$ cat src/rtl/tcr_pkg.sv
`timescale 1ns/1ps
package tcr_pkg;
  typedef enum logic [1:0] {
    ACT_HOLD    = 2'd0,
    ACT_INC     = 2'd1,
    ACT_PRESET  = 2'd2,
    ACT_RELOAD  = 2'd3
  } cnt_act_e;
endpackage

$ cat src/rtl/tcr_rst_sync.sv
`timescale 1ns/1ps
module tcr_rst_sync #(
  parameter int unsigned STAGES = 2
) (
  input  logic clk_i,
  input  logic arst_n_i,
  output logic rst_n_o
);
  logic [STAGES-1:0] sync_q;
  logic [STAGES-1:0] sync_d;

  always_comb begin
    sync_d = {sync_q[STAGES-2:0], 1'b1};
  end

  always_ff @(posedge clk_i or negedge arst_n_i) begin
    if (!arst_n_i) sync_q <= '0;
    else           sync_q <= sync_d;
  end

  assign rst_n_o = sync_q[STAGES-1];
endmodule

$ cat src/rtl/tcr_tc_detect.sv
`timescale 1ns/1ps
module tcr_tc_detect #(
  parameter int unsigned W = 8
) (
  input  logic [W-1:0] count_i,
  output logic         all_ones_o
);
  logic [W:0] chain;

  assign chain[0] = 1'b1;
  for (genvar b = 0; b < W; b++) begin : g_and
    assign chain[b+1] = chain[b] & count_i[b];
  end

  assign all_ones_o = chain[W];
endmodule

$ cat src/rtl/tcr_next_state.sv
`timescale 1ns/1ps
module tcr_next_state
  import tcr_pkg::*;
#(
  parameter int unsigned W = 8
) (
  input  logic         load_n_i,
  input  logic         cnt_en_n_i,
  input  logic         reload_mode_i,
  input  logic         all_ones_i,
  input  logic [W-1:0] count_i,
  input  logic [W-1:0] preset_i,
  output cnt_act_e     act_o,
  output logic [W-1:0] count_nxt_o
);
  localparam logic [W-1:0] STEP = {{(W-1){1'b0}}, 1'b1};

  always_comb begin
    act_o = ACT_HOLD;
    if (!load_n_i) begin
      act_o = ACT_PRESET;
    end else if (!cnt_en_n_i) begin
      if (reload_mode_i && all_ones_i) act_o = ACT_RELOAD;
      else                             act_o = ACT_INC;
    end
  end

  always_comb begin
    unique case (act_o)
      ACT_PRESET, ACT_RELOAD: count_nxt_o = preset_i;
      ACT_INC:                count_nxt_o = count_i + STEP;
      default:                count_nxt_o = count_i;
    endcase
  end
endmodule

$ cat src/rtl/tc_reload_counter.sv
`timescale 1ns/1ps
module tc_reload_counter
  import tcr_pkg::*;
#(
  parameter int unsigned W           = 8,
  parameter int unsigned SYNC_STAGES = 2
) (
  input  logic         clk_i,
  input  logic         arst_n_i,
  input  logic         load_n_i,
  input  logic [W-1:0] preset_i,
  input  logic         cnt_en_n_i,
  input  logic         reload_mode_i,
  output logic [W-1:0] count_o,
  output logic         tc_n_o,
  output logic         cout_o,
  output logic         cout_n_o
);
  logic         rst_n;
  logic         all_ones;
  cnt_act_e     act;
  logic [W-1:0] count_q;
  logic [W-1:0] count_nxt;
  logic         count_ce;
  logic         cout_q;

  tcr_rst_sync #(.STAGES(SYNC_STAGES)) u_rst_sync (
    .clk_i    (clk_i),
    .arst_n_i (arst_n_i),
    .rst_n_o  (rst_n)
  );

  tcr_tc_detect #(.W(W)) u_tc_detect (
    .count_i    (count_q),
    .all_ones_o (all_ones)
  );

  tcr_next_state #(.W(W)) u_next_state (
    .load_n_i      (load_n_i),
    .cnt_en_n_i    (cnt_en_n_i),
    .reload_mode_i (reload_mode_i),
    .all_ones_i    (all_ones),
    .count_i       (count_q),
    .preset_i      (preset_i),
    .act_o         (act),
    .count_nxt_o   (count_nxt)
  );

  assign count_ce = (act != ACT_HOLD);

  always_ff @(posedge clk_i or negedge rst_n) begin
    if (!rst_n)        count_q <= '0;
    else if (count_ce) count_q <= count_nxt;
  end

  always_ff @(posedge clk_i or negedge rst_n) begin
    if (!rst_n) cout_q <= 1'b0;
    else        cout_q <= all_ones;
  end

  assign count_o  = count_q;
  assign tc_n_o   = ~all_ones;
  assign cout_o   = cout_q;
  assign cout_n_o = ~cout_q;
endmodule

$ cat config.mk
export PLATFORM = sky130hd
export DESIGN_NAME = tc_reload_counter
export DESIGN_NICKNAME = d
export VERILOG_FILES = /design/src/rtl/tcr_pkg.sv /design/src/rtl/tcr_rst_sync.sv /design/src/rtl/tcr_tc_detect.sv /design/src/rtl/tcr_next_state.sv /design/src/rtl/tc_reload_counter.sv
export SDC_FILE = /design/constraint.sdc
export NUM_CORES = 1
export LEC_CHECK = 0
export ABC_AREA = 1
export ABC_CLOCK_PERIOD_IN_PS = 1140
export BUFFER_PORTS_ARGS = -buffer_cell sky130_fd_sc_hd__buf_4
export CELL_PAD_IN_SITES_DETAIL_PLACEMENT = 0
export CELL_PAD_IN_SITES_GLOBAL_PLACEMENT = 1
export CORE_UTILIZATION = 32
export CTS_BUF_LIST = sky130_fd_sc_hd__clkbuf_8
export DETAILED_ROUTE_END_ITERATION = 12
export PLACE_DENSITY_LB_ADDON = 0.08
export SLEW_MARGIN = 20
export SYNTH_ARGS = -nofsm -noshare
export SYNTH_HDL_FRONTEND = slang
export SYNTH_SLANG_ARGS = --single-unit
$ cat constraint.sdc
create_clock -name clk_i -period 1.14 [get_ports clk_i]
set_input_delay 0.171 -clock clk_i [delete_from_list [all_inputs] [get_ports clk_i]]
set_output_delay 0.171 -clock clk_i [all_outputs]
set_load 0.05 [all_outputs]
==> impl_metrics.ini <==
[status]
outcome = finished, violations left
violations = negative setup slack

[floorplanning]
dieWidth_um = 49.2
pin_count = 24
core.rowCount = 16
initial_core_util = 0.352
dieArea_um2 = 2420
coreArea_um2 = 2020
die_y_um = 49.2

[clocking]
cts-htree-levels = 1
cts_tree = yes
clock-root-buffer = clkbuf_8
cts_buffers = 3
clock_latency_ns = 0.24
cts_sinks = 11
clock_path_buffers = 2
path_clk_slew_ns = 0.05

[route]
first_iter_violations = 7
drc = 0
wl_um = 1990
postRouteAntennaNets = 0
post_drt_wl_per_cell_um = 11.8
dr_total_vias = 772
viasPerCell = 4.57
first_pass_iters = 4

[final_layout]
fillCellCount = 185
final_cell_area_um2 = 1280
syn_to_final_growth_pct = 80.0
fin_cells = 169
drive_gt1_frac = 0.542
antenna_cells = 0
nets = 158

[global_routing]
grt_max_degree = 10
grtUsageTotal = 0.181
grt_overflow_total = 0
antenna_found_initial = 0
grt_pass1_vias = 752
grt_pass1_wl_um = 3280

[logic_synthesis]
synth_cell_types = 15
yosysWarnings = 0
syn_inst = 99
synth_nets = 114
yosys_register_bits = 11
synth-seq-area-share = 0.387
avgSynthCellArea_um2 = 7.19
synth_area_um2 = 712

[setup_path]
timing.rr.end = count_o[7]$_DFFE_PN0P_
ff2ff_path_depth = 10
rrSetupSlack_ns = -0.32
worstPathRequired_ns = 0.97
endpoint_kind = output port
cp-start-kind = register
startpoint = count_o[0]$_DFFE_PN0P_
crit_path_max_incr_delay_ns = 0.43
critPathBufInv = 2
worstReg2RegStart = count_o[0]$_DFFE_PN0P_
worstSetupPathType = register to output port
cp_top_family = flip-flops
crit_chain = ha_4, ha_4, nand2_4, inv_4, nand2_4, buf_8
cp.arrival_ns = 1.30
crit_slowest_cell = dfrtp_2
crit_fanout = 2

[pwr]
pwr-share-clk = 0.262
intPower_w = 0.000951
p_per_area_nw_per_um2 = 1160
combPwrFrac = 0.413
leakagePower_nw = 0.676
power_w = 0.00148
vdd_drop_max_uv = 716
pwr-share-seq = 0.325
p_sw_w = 0.000529
swShare = 0.357

[sta]
fin_skew_ns = 0.00437
rsz0062_at_grt = yes
hold_violations = 0
finalCritPeriodShare = 1.29
slew_viol_final = 0
layout_min_cycle_time_ns = 1.47
max_freq_mhz = 679
setup_viol = 11
timing.final.ws_setup_ns = -0.333

[worst_hold_path]
hp-class = register to async pin

[placed_design]
dpl.cell_count = 160
gp_congestion = 0.824
dpl-instance-area_um2 = 1050
dp_hpwl_um = 1380
numPortBuffers = 23

[run]
max_cap_viol_count = 0
layout make-up:
type | instances | area [um^2] | area share
Timing Repair Buffer | 38 | 370 | 0.289
Inverter | 17 | 71.3 | 0.0557
Tap cell | 27 | 33.8 | 0.0264
Multi-Input combinational cell | 72 | 477 | 0.372
Clock buffer | 3 | 41.3 | 0.0322
Sequential cell | 11 | 284 | 0.222
Clock inverter | 1 | 3.75 | 0.00293
state kept, by name, indices dropped and copies added (netlist names):
signal and count:
count_o 8, u_rst_sync.sync_q 2, cout_o 1
power groups by stage:
stage | clock network, W | registers [W] | logic [W]
after floorplan | 0 | 0.000617 | 0.000159
after global placement | 0 | 0.000481 | 0.000500
after detailed placement | 0 | 0.000482 | 0.000504
after CTS | 0.000393 | 0.000476 | 0.000547
after global routing | 0.000419 | 0.000487 | 0.000654
final | 0.000388 | 0.000481 | 0.000611
cell families (layout without fill, tap and decap cells):
logic type,Yosys count,count (layout),share of synthesized area
adder cells (fa/ha/maj),2,2,0.0351
flip-flops,11,11,0.387
buffers and inverters,17,59,0.0932
AO/OA/AOI/OAI,2,2,0.0211
XOR/XNOR,1,1,0.0123
AND/OR/NAND/NOR,65,66,0.446
other,1,1,0.00527
cells in the mapped netlist:
cell type  number  area, um^2
nand2_1        42         158
inv_1          16        60.1
nand3_1        13        65.1
dfrtp_1        11         275
ha_1            2        25.0
nand2_2         2        12.5
nand3b_1        2        15.0
nor2_1          2        7.51
nor2_4          2        22.5
o21bai_1        2        15.0
conb_1          1        3.75
inv_4           1        6.26
nand2_8         1        20.0
nand3_4         1        17.5
xor2_1          1        8.76
per-stage QoR:
step / utilization / worst slack [ns] / setup TNS (ns) / hold WS (ns)
after detailed placement: 0.520 / -0.280 / -1.92 / -0.0454
after global placement: 0.520 / -0.244 / -1.70 / -0.0465
after global routing: 0.634 / -0.385 / -3.24 / 0.211
after CTS: 0.592 / -0.351 / -2.45 / 0.177
final: 0.634 / -0.333 / -2.77 / 0.154
after floorplan: - / -0.364 / -3.34 / -0.125
worst max-delay path by stage:
| stage | to | slack, ns | cells past startpoint |
|---|---|---|---|
| after floorplan | count_o[4]$_DFFE_PN0P_ | -0.36 | 10 |
| after global placement | count_o[5]$_DFFE_PN0P_ | -0.24 | 10 |
| after detailed placement | count_o[5]$_DFFE_PN0P_ | -0.28 | 10 |
| after CTS | tc_n_o | -0.35 | 6 |
| after global routing | count_o[1]$_DFFE_PN0P_ | -0.39 | 9 |
| final | tc_n_o | -0.33 | 6 |
cells in the final DEF (no fill, tap or decap), drive strengths merged:
master,count
buf,37
clkbuf,3
conb,1
dfrtp,11
dlygate4sd3,1
ha,2
inv,18
nand2,46
nand3,14
nand3b,2
nor2,4
o21bai,2
xor2,1
worst reg2reg max path: cells and delay by family (launching register included):
family / cells / cell delay (ns)
and+or+nand+nor: 6 / 0.47
DFF: 1 / 0.43
adders and majority gates: 2 / 0.34
buffers and inverters: 2 / 0.12
routing by layer:
layer  wire (um)  global-route usage  part of all wire  vias up
met2        1040               0.315              0.52       15
li1            -                   -                 -      388
met3          45              0.0405             0.023        0
met1         910               0.224              0.46      369
met4           0              0.0441                 0        0
met5           0                   0                 0        -
repair_timing:
action,in CTS,in global routing
buffers inserted,1,2
hold buffers,1,0
cloned,1,0
setup endpoints to repair,14,17
hold endpoints to repair,2,0
pin swaps,10,7
resized for setup,18,20
(Power assumes the default switching activity.)
